--- src/rtl/dbp_pkg.sv ---
package dbp_pkg;

    localparam int FLIT_W_DEF  = 64;
    localparam int NODE_W_DEF  = 4;
    localparam int FAULT_W_DEF = 3;

    typedef enum logic [1:0] {
        OS_IDLE,
        OS_XBAR,
        OS_RING,
        OS_INJ
    } out_state_e;

    typedef enum logic {
        RS_SCAN,
        RS_EJECT
    } steer_state_e;

    typedef enum logic [1:0] {
        SRC_NONE,
        SRC_XBAR,
        SRC_RING,
        SRC_INJ
    } src_sel_e;

endpackage

--- src/rtl/dbp_mode_latch.sv ---
module dbp_mode_latch #(
    parameter int FAULT_W = 3
) (
    input  logic               clk,
    input  logic               rst_n,
    input  logic [FAULT_W-1:0] fault_i,
    input  logic               boundary_i,
    output logic               bypass_o
);

    always_ff @(posedge clk or negedge rst_n) begin
        if (!rst_n) begin
            bypass_o <= 1'b0;
        end else if (boundary_i) begin
            bypass_o <= |fault_i;
        end
    end

endmodule

--- src/rtl/dbp_ring_steer.sv ---
module dbp_ring_steer
    import dbp_pkg::*;
(
    input  logic clk,
    input  logic rst_n,
    input  logic bypass_i,
    input  logic ring_valid_i,
    input  logic ring_head_i,
    input  logic ring_tail_i,
    input  logic dest_match_i,
    input  logic eject_ready_i,
    output logic eject_valid_o,
    output logic fwd_req_o,
    output logic idle_o
);

    steer_state_e state_q, state_d;

    always_ff @(posedge clk or negedge rst_n) begin
        if (!rst_n) begin
            state_q <= RS_SCAN;
        end else begin
            state_q <= state_d;
        end
    end

    always_comb begin
        state_d       = state_q;
        eject_valid_o = 1'b0;
        fwd_req_o     = 1'b0;
        unique case (state_q)
            RS_SCAN: begin
                if (bypass_i && ring_valid_i && ring_head_i) begin
                    if (dest_match_i) begin
                        eject_valid_o = 1'b1;
                        if (eject_ready_i && !ring_tail_i) begin
                            state_d = RS_EJECT;
                        end
                    end else begin
                        fwd_req_o = 1'b1;
                    end
                end
            end
            RS_EJECT: begin
                eject_valid_o = ring_valid_i;
                if (ring_valid_i && eject_ready_i && ring_tail_i) begin
                    state_d = RS_SCAN;
                end
            end
            default: state_d = RS_SCAN;
        endcase
    end

    assign idle_o = (state_q == RS_SCAN);

endmodule

--- src/rtl/dbp_xplus_arb.sv ---
module dbp_xplus_arb
    import dbp_pkg::*;
(
    input  logic     clk,
    input  logic     rst_n,
    input  logic     bypass_i,
    input  logic     xbar_valid_i,
    input  logic     xbar_head_i,
    input  logic     xbar_tail_i,
    input  logic     ring_fwd_req_i,
    input  logic     ring_valid_i,
    input  logic     ring_tail_i,
    input  logic     inj_valid_i,
    input  logic     inj_head_i,
    input  logic     inj_tail_i,
    input  logic     xplus_ready_i,
    output src_sel_e sel_o,
    output logic     idle_o
);

    out_state_e state_q, state_d;
    logic       src_valid;
    logic       src_tail;

    always_ff @(posedge clk or negedge rst_n) begin
        if (!rst_n) begin
            state_q <= OS_IDLE;
        end else begin
            state_q <= state_d;
        end
    end

    always_comb begin
        state_d   = state_q;
        sel_o     = SRC_NONE;
        src_valid = 1'b0;
        src_tail  = 1'b0;

        unique case (state_q)
            OS_IDLE: begin
                if (!bypass_i) begin
                    if (xbar_valid_i && xbar_head_i) sel_o = SRC_XBAR;
                end else if (ring_fwd_req_i) begin
                    sel_o = SRC_RING;
                end else if (inj_valid_i && inj_head_i) begin
                    sel_o = SRC_INJ;
                end
            end
            OS_XBAR: sel_o = SRC_XBAR;
            OS_RING: sel_o = SRC_RING;
            OS_INJ:  sel_o = SRC_INJ;
            default: sel_o = SRC_NONE;
        endcase

        unique case (sel_o)
            SRC_XBAR: begin src_valid = xbar_valid_i; src_tail = xbar_tail_i; end
            SRC_RING: begin src_valid = ring_valid_i; src_tail = ring_tail_i; end
            SRC_INJ:  begin src_valid = inj_valid_i;  src_tail = inj_tail_i;  end
            default:  begin src_valid = 1'b0;         src_tail = 1'b0;        end
        endcase

        if (src_valid && xplus_ready_i) begin
            if (state_q == OS_IDLE) begin
                if (!src_tail) begin
                    unique case (sel_o)
                        SRC_XBAR: state_d = OS_XBAR;
                        SRC_RING: state_d = OS_RING;
                        SRC_INJ:  state_d = OS_INJ;
                        default:  state_d = OS_IDLE;
                    endcase
                end
            end else if (src_tail) begin
                state_d = OS_IDLE;
            end
        end
    end

    assign idle_o = (state_q == OS_IDLE);

endmodule

--- src/rtl/dbp_bypass_top.sv ---
module dbp_bypass_top
    import dbp_pkg::*;
#(
    parameter int FLIT_W     = FLIT_W_DEF,
    parameter int NODE_W     = NODE_W_DEF,
    parameter int FAULT_W    = FAULT_W_DEF,
    parameter bit PROMOTE_VC = 1'b1
) (
    input  logic               clk,
    input  logic               rst_n,
    input  logic [NODE_W-1:0]  node_id_i,
    input  logic [FAULT_W-1:0] fault_i,
    input  logic               xbar_valid_i,
    input  logic [FLIT_W-1:0]  xbar_flit_i,
    output logic               xbar_ready_o,
    input  logic               ring_valid_i,
    input  logic [FLIT_W-1:0]  ring_flit_i,
    output logic               ring_ready_o,
    input  logic               inj_valid_i,
    input  logic [FLIT_W-1:0]  inj_flit_i,
    output logic               inj_ready_o,
    output logic               xplus_valid_o,
    output logic [FLIT_W-1:0]  xplus_flit_o,
    input  logic               xplus_ready_i,
    output logic               eject_valid_o,
    output logic [FLIT_W-1:0]  eject_flit_o,
    input  logic               eject_ready_i
);

    localparam int HEAD_BIT = FLIT_W - 1;
    localparam int TAIL_BIT = FLIT_W - 2;
    localparam int VC_BIT   = FLIT_W - 3;
    localparam int DEST_MSB = FLIT_W - 4;
    localparam int DEST_LSB = DEST_MSB - NODE_W + 1;

    logic        bypass_q;
    logic        arb_idle;
    logic        steer_idle;
    logic        ring_fwd_req;
    logic        dest_match;
    src_sel_e    sel;
    logic [FLIT_W-1:0] inj_out;

    assign dest_match = (ring_flit_i[DEST_MSB:DEST_LSB] == node_id_i);

    dbp_mode_latch #(.FAULT_W(FAULT_W)) u_mode (
        .clk        (clk),
        .rst_n      (rst_n),
        .fault_i    (fault_i),
        .boundary_i (arb_idle && steer_idle),
        .bypass_o   (bypass_q)
    );

    dbp_ring_steer u_steer (
        .clk           (clk),
        .rst_n         (rst_n),
        .bypass_i      (bypass_q),
        .ring_valid_i  (ring_valid_i),
        .ring_head_i   (ring_flit_i[HEAD_BIT]),
        .ring_tail_i   (ring_flit_i[TAIL_BIT]),
        .dest_match_i  (dest_match),
        .eject_ready_i (eject_ready_i),
        .eject_valid_o (eject_valid_o),
        .fwd_req_o     (ring_fwd_req),
        .idle_o        (steer_idle)
    );

    dbp_xplus_arb u_arb (
        .clk            (clk),
        .rst_n          (rst_n),
        .bypass_i       (bypass_q),
        .xbar_valid_i   (xbar_valid_i),
        .xbar_head_i    (xbar_flit_i[HEAD_BIT]),
        .xbar_tail_i    (xbar_flit_i[TAIL_BIT]),
        .ring_fwd_req_i (ring_fwd_req),
        .ring_valid_i   (ring_valid_i),
        .ring_tail_i    (ring_flit_i[TAIL_BIT]),
        .inj_valid_i    (inj_valid_i),
        .inj_head_i     (inj_flit_i[HEAD_BIT]),
        .inj_tail_i     (inj_flit_i[TAIL_BIT]),
        .xplus_ready_i  (xplus_ready_i),
        .sel_o          (sel),
        .idle_o         (arb_idle)
    );

    generate
        if (PROMOTE_VC) begin : g_promote
            always_comb begin
                inj_out         = inj_flit_i;
                inj_out[VC_BIT] = 1'b1;
            end
        end else begin : g_keep
            assign inj_out = inj_flit_i;
        end
    endgenerate

    always_comb begin
        xplus_valid_o = 1'b0;
        xplus_flit_o  = '0;
        unique case (sel)
            SRC_XBAR: begin xplus_valid_o = xbar_valid_i; xplus_flit_o = xbar_flit_i; end
            SRC_RING: begin xplus_valid_o = ring_valid_i; xplus_flit_o = ring_flit_i; end
            SRC_INJ:  begin xplus_valid_o = inj_valid_i;  xplus_flit_o = inj_out;     end
            default:  begin xplus_valid_o = 1'b0;         xplus_flit_o = '0;          end
        endcase
    end

    assign xbar_ready_o = (sel == SRC_XBAR) && xplus_ready_i;
    assign inj_ready_o  = (sel == SRC_INJ) && xplus_ready_i;
    assign ring_ready_o = ((sel == SRC_RING) && xplus_ready_i) ||
                          (eject_valid_o && eject_ready_i);
    assign eject_flit_o = ring_flit_i;

endmodule

--- config.mk ---
export PLATFORM = sky130hd
export DESIGN_NAME = dbp_bypass_top
export DESIGN_NICKNAME = d
export VERILOG_FILES = /design/src/rtl/dbp_pkg.sv /design/src/rtl/dbp_mode_latch.sv /design/src/rtl/dbp_ring_steer.sv /design/src/rtl/dbp_xplus_arb.sv /design/src/rtl/dbp_bypass_top.sv
export SDC_FILE = /design/constraint.sdc
export NUM_CORES = 1
export LEC_CHECK = 0
export BUFFER_PORTS_ARGS = -buffer_cell sky130_fd_sc_hd__buf_2
export CORE_AREA = 2 2 130 132
export CTS_CLUSTER_SIZE = 12
export DETAILED_ROUTE_END_ITERATION = 12
export DIE_AREA = 0 0 132 134
export GPL_ROUTABILITY_DRIVEN = 1
export PLACE_DENSITY = 0.49
export SYNTH_ARGS = -nofsm -noshare
export SYNTH_HDL_FRONTEND = slang
export SYNTH_SLANG_ARGS = --single-unit
--- constraint.sdc ---
create_clock -name clk -period 2.4 [get_ports clk]
set_input_delay 0.6 -clock clk [delete_from_list [all_inputs] [get_ports clk]]
set_output_delay 0.6 -clock clk [all_outputs]
set_load 0.01 [all_outputs]
==> impl_metrics.csv <==
group,metric,value,unit
worst_setup_path,crit_chain,"buf_8 > xnor2_4 > and4_4 > o21ai_4 > buf_12 > buf_8 > buf_6 > mux2i_2 > o21ai_1 > buf_2",
worst_setup_path,required,1.80,ns
detailed_routing,vias,3518,
sta,finalWorstSetupSlack,-0.2499,ns
clock_tree,cts_sinks,4,
grt,grtUsageTotal,12.81,%
pwr,p_sw_share,47.32,%
sta,hold_viol_final,0,
floorplan,initial_core_util,14.41,%
outcome,status,"finished, violations left",
sta,timing.final.crit_share,110.4,%
floorplan,fp.coreArea,16290,µm²
worst_setup_path,cp.arrival,2.05,ns
synthesis,yosys.area_share.simple,16.74,%
finish,fill_cells,1805,
pwr,pwr-share-comb,92.8,%
clock_tree,clk_latency,0.22,ns
sta,rsz0062_at_grt,"yes",
worst_setup_path,critical_path_class,"in -> out",
synthesis,synth_xor_area_share,1.493,%
synthesis,synth_compound_area_share,21.22,%
placement,place_inst,856,
outcome,violations,"setup timing",
worst_setup_path,crit_slowest_cell,"and4_4",
pwr,clkPwrFrac,4.7,%
worst_setup_path,max_stage_delay,0.28,ns
synthesis,ys_seq_elements,4,
synthesis,synthAdderAreaFrac,0,%
floorplan,chipHeight,134,µm
sta,setup_viol,66,
sta,min_period,2.650,ns
finish,area_delta_synth_final,102.2,%
clock_tree,cts-buffers-inserted,3,
synthesis,yosys_warnings,0,
pwr,powerDensity,1134,nW/µm²
worst_setup_path,cp-end-kind,"output pin",
pwr,max-vdd-ir-drop,0.6173,mV
synthesis,synth_top_family_by_area,"buffers and inverters",
clock_tree,cts.clk_slew.worst_paths,0.03,ns
synthesis,synth_area_leaders,"mux2i_1 27%, buf_4 21%, nand2_1 11%",
grt,antenna_found_initial,0,
placement,place_hpwl,10460,µm
placement,gp_congestion,0.8280,
worst_setup_path,cp_common_cell,"buf_8",
grt,grt_pass1_wl,18230,µm
synthesis,syn-instance-count,335,
clock_tree,htree_levels,1,
grt,grt_max_degree,29,
floorplan,dieArea,17690,µm²
detailed_routing,drtIter0Drc,70,
synthesis,syn-num-nets,541,
synthesis,ys_seq_area_share,4.264,%
floorplan,num_rows,47,
synthesis,yosysTopAreaCell,"mux2i_1",
detailed_routing,ant_nets,0,
clock_tree,clk_path_buf_depth,2,
detailed_routing,via_per_inst,4.044,
hold_path,hold_class,"in -> async",
worst_setup_path,cp-start-kind,"input pin",
finish,final_core_util,29.13,%
synthesis,synth.avg_cell_area,7.007,µm²
sta,fin_skew,0.001186,ns
detailed_routing,firstDrtPassIters,4,
synthesis,yosys-mux-area-fraction,27.35,%
finish,fin_nets,858,
detailed_routing,wl_per_cell,14.75,µm
finish,antenna_cells,0,
sta,fin_tns_setup,-11.57,ns
pwr,p_int,2.835,mW
worst_setup_path,cp_max_fo,5,
sta,drv_slew,0,
pwr,pwr-share-seq,2.5,%
synthesis,synth_area,2347,µm²
sta,max_slew_margin,81.80,%
clock_tree,cts_tree,"done",
pwr,p_switching,2.546,mW
sta,tightest_slew,0.2730,ns
synthesis,yosys.area.top_type_share,26.87,%
pwr,p_leak,2.717,nW
synthesis,yosys.cell_types.count,42,
floorplan,die_x,132,µm
finish,drive_gt1_share,67.54,%
clock_tree,cts_root_buffer,"clkbuf_16",
detailed_routing,route.detailed.drc,0,
finish,final_cells,870,
sta,timing.fmax,377.4,MHz
placement,post-place-ws,-0.5393,ns
floorplan,ios,339,
run,cap_violations,0,
placement,port_buffers,337,
grt,overflow,0,
detailed_routing,drt_wl_total,12830,µm
grt,first_global_vias,3416,
[cells by family after synthesis]
| group | after synthesis |
|---|---|
| simple gates | 90 |
| xor+xnor | 4 |
| mux | 64 |
| buf+inv | 89 |
| compound gates | 84 |
| flops | 4 |
[critical path, delay by kind of cell]
kind,cells,cell delay [ns]
muxes,1,0.14
xor gates and xnor gates,1,0.16
AOI/OAI and AO/OA,2,0.20
and+or+nand+nor,1,0.28
buffers and inverters,5,0.65
[Yosys cell counts, drive strengths merged]
library cell / count
and3: 2
and3b: 2
mux2: 1
nor4: 1
a21boi: 1
buf: 77
nor3: 3
a22o: 1
nand3: 2
o21ai: 67
a32o: 1
a31oi: 3
a21o: 1
clkbuf: 10
nand3b: 1
o221ai: 1
or2: 1
nand4: 1
nand2: 68
o22ai: 2
a221oi: 1
or3: 1
inv: 2
a21oi: 3
a32oi: 2
and4: 1
o32ai: 1
and2: 1
xnor2: 4
mux2i: 63
dfrtp: 4
nor2: 4
nand2b: 1
nor2b: 1
[area by class of cell]
type | instances | area, µm² | area share (%)
Clock buffer | 3 | 75.07 | 1.582
Inverter | 2 | 7.507 | 0.1582
Multi-Input combinational cell | 242 | 1794 | 37.81
Sequential cell | 4 | 100.1 | 2.109
Tap cell | 220 | 275.3 | 5.800
Timing Repair Buffer | 399 | 2494 | 52.54
[per-layer routing]
| layer | wire (µm) | global-route usage [%] |
|---|---|---|
| met5 | 0 | 0 |
| met4 | 41 | 1.268 |
| met3 | 797 | 2.230 |
| met2 | 6651 | 23.81 |
| met1 | 5340 | 15.92 |
[power by group through the flow]
stage | Combinational [mW] | Sequential [mW] | Clock [mW]
floorplan | 2.45 | 0.123 | 0
global placement | 4.18 | 0.131 | 0
detailed placement | 4.16 | 0.131 | 0
CTS | 4.73 | 0.133 | 0.260
global route | 5.39 | 0.139 | 0.269
finish | 4.99 | 0.135 | 0.255
[final timing paths]
| check | cells after the start | slack (ns) | startpoint | endpoint |
|---|---|---|---|---|
| hold / removal | 1 | 0.18 | rst_n | u_arb.state_q[1] |
| min in group clk | 2 | 0.62 | u_mode.bypass_o | u_mode.bypass_o |
| setup / recovery | 10 | -0.25 | node_id_i[3] | xplus_flit_o[10] |
| setup reg to reg | 8 | 0.49 | u_mode.bypass_o | u_arb.state_q[1] |
| hold reg to reg | 2 | 0.62 | u_mode.bypass_o | u_mode.bypass_o |
| max in group asynchronous | 1 | 2.10 | rst_n | u_mode.bypass_o |
[per-stage QoR]
step	power [mW]	hold slack, ns	area [µm²]
2_1_floorplan	2.570	0.3044	2354
3_3_place_gp	4.308	0.4087	4098
3_5_place_dp	4.292	0.4102	4098
4_1_cts	5.124	0.1801	4493
5_1_grt	5.801	0.1792	4746
6_report	5.381	0.1807	4746
[state kept, by name, indices dropped and copies added, names as in the netlist]
| register | cells |
|---|---|
| u_arb.state_q | 2 |
| u_mode.bypass_o | 1 |
| u_steer.state_q | 1 |
[timing repair]
action,in CTS,in global routing
endpoints found under the setup margin,69,69
hold buffers,0,0
buffers inserted,4,6
gates resized for setup,59,42
cloned,3,2
pin swaps,9,16
hold endpoints to repair,0,0
[cells in the final DEF (no fill, tap or decap), types with 2 or more instances in the layout]
| cell type | count |
|---|---|
| mux2i_1 | 54 |
| nand3_1 | 2 |
| o21ai_4 | 2 |
| o22ai_4 | 2 |
| buf_4 | 38 |
| buf_8 | 5 |
| buf_2 | 325 |
| buf_12 | 13 |
| dfrtp_1 | 4 |
| nor3_1 | 2 |
| and3_1 | 2 |
| o21ai_1 | 49 |
| nor2_1 | 3 |
| o21ai_2 | 6 |
| a32oi_1 | 2 |
| xnor2_4 | 4 |
| buf_6 | 15 |
| o21ai_0 | 10 |
| clkbuf_16 | 5 |
| mux2i_4 | 2 |
| mux2i_2 | 7 |
| and3b_1 | 2 |
| a21oi_1 | 2 |
| nand2_1 | 67 |
| inv_1 | 2 |
Power figures use the tool's default switching activity.
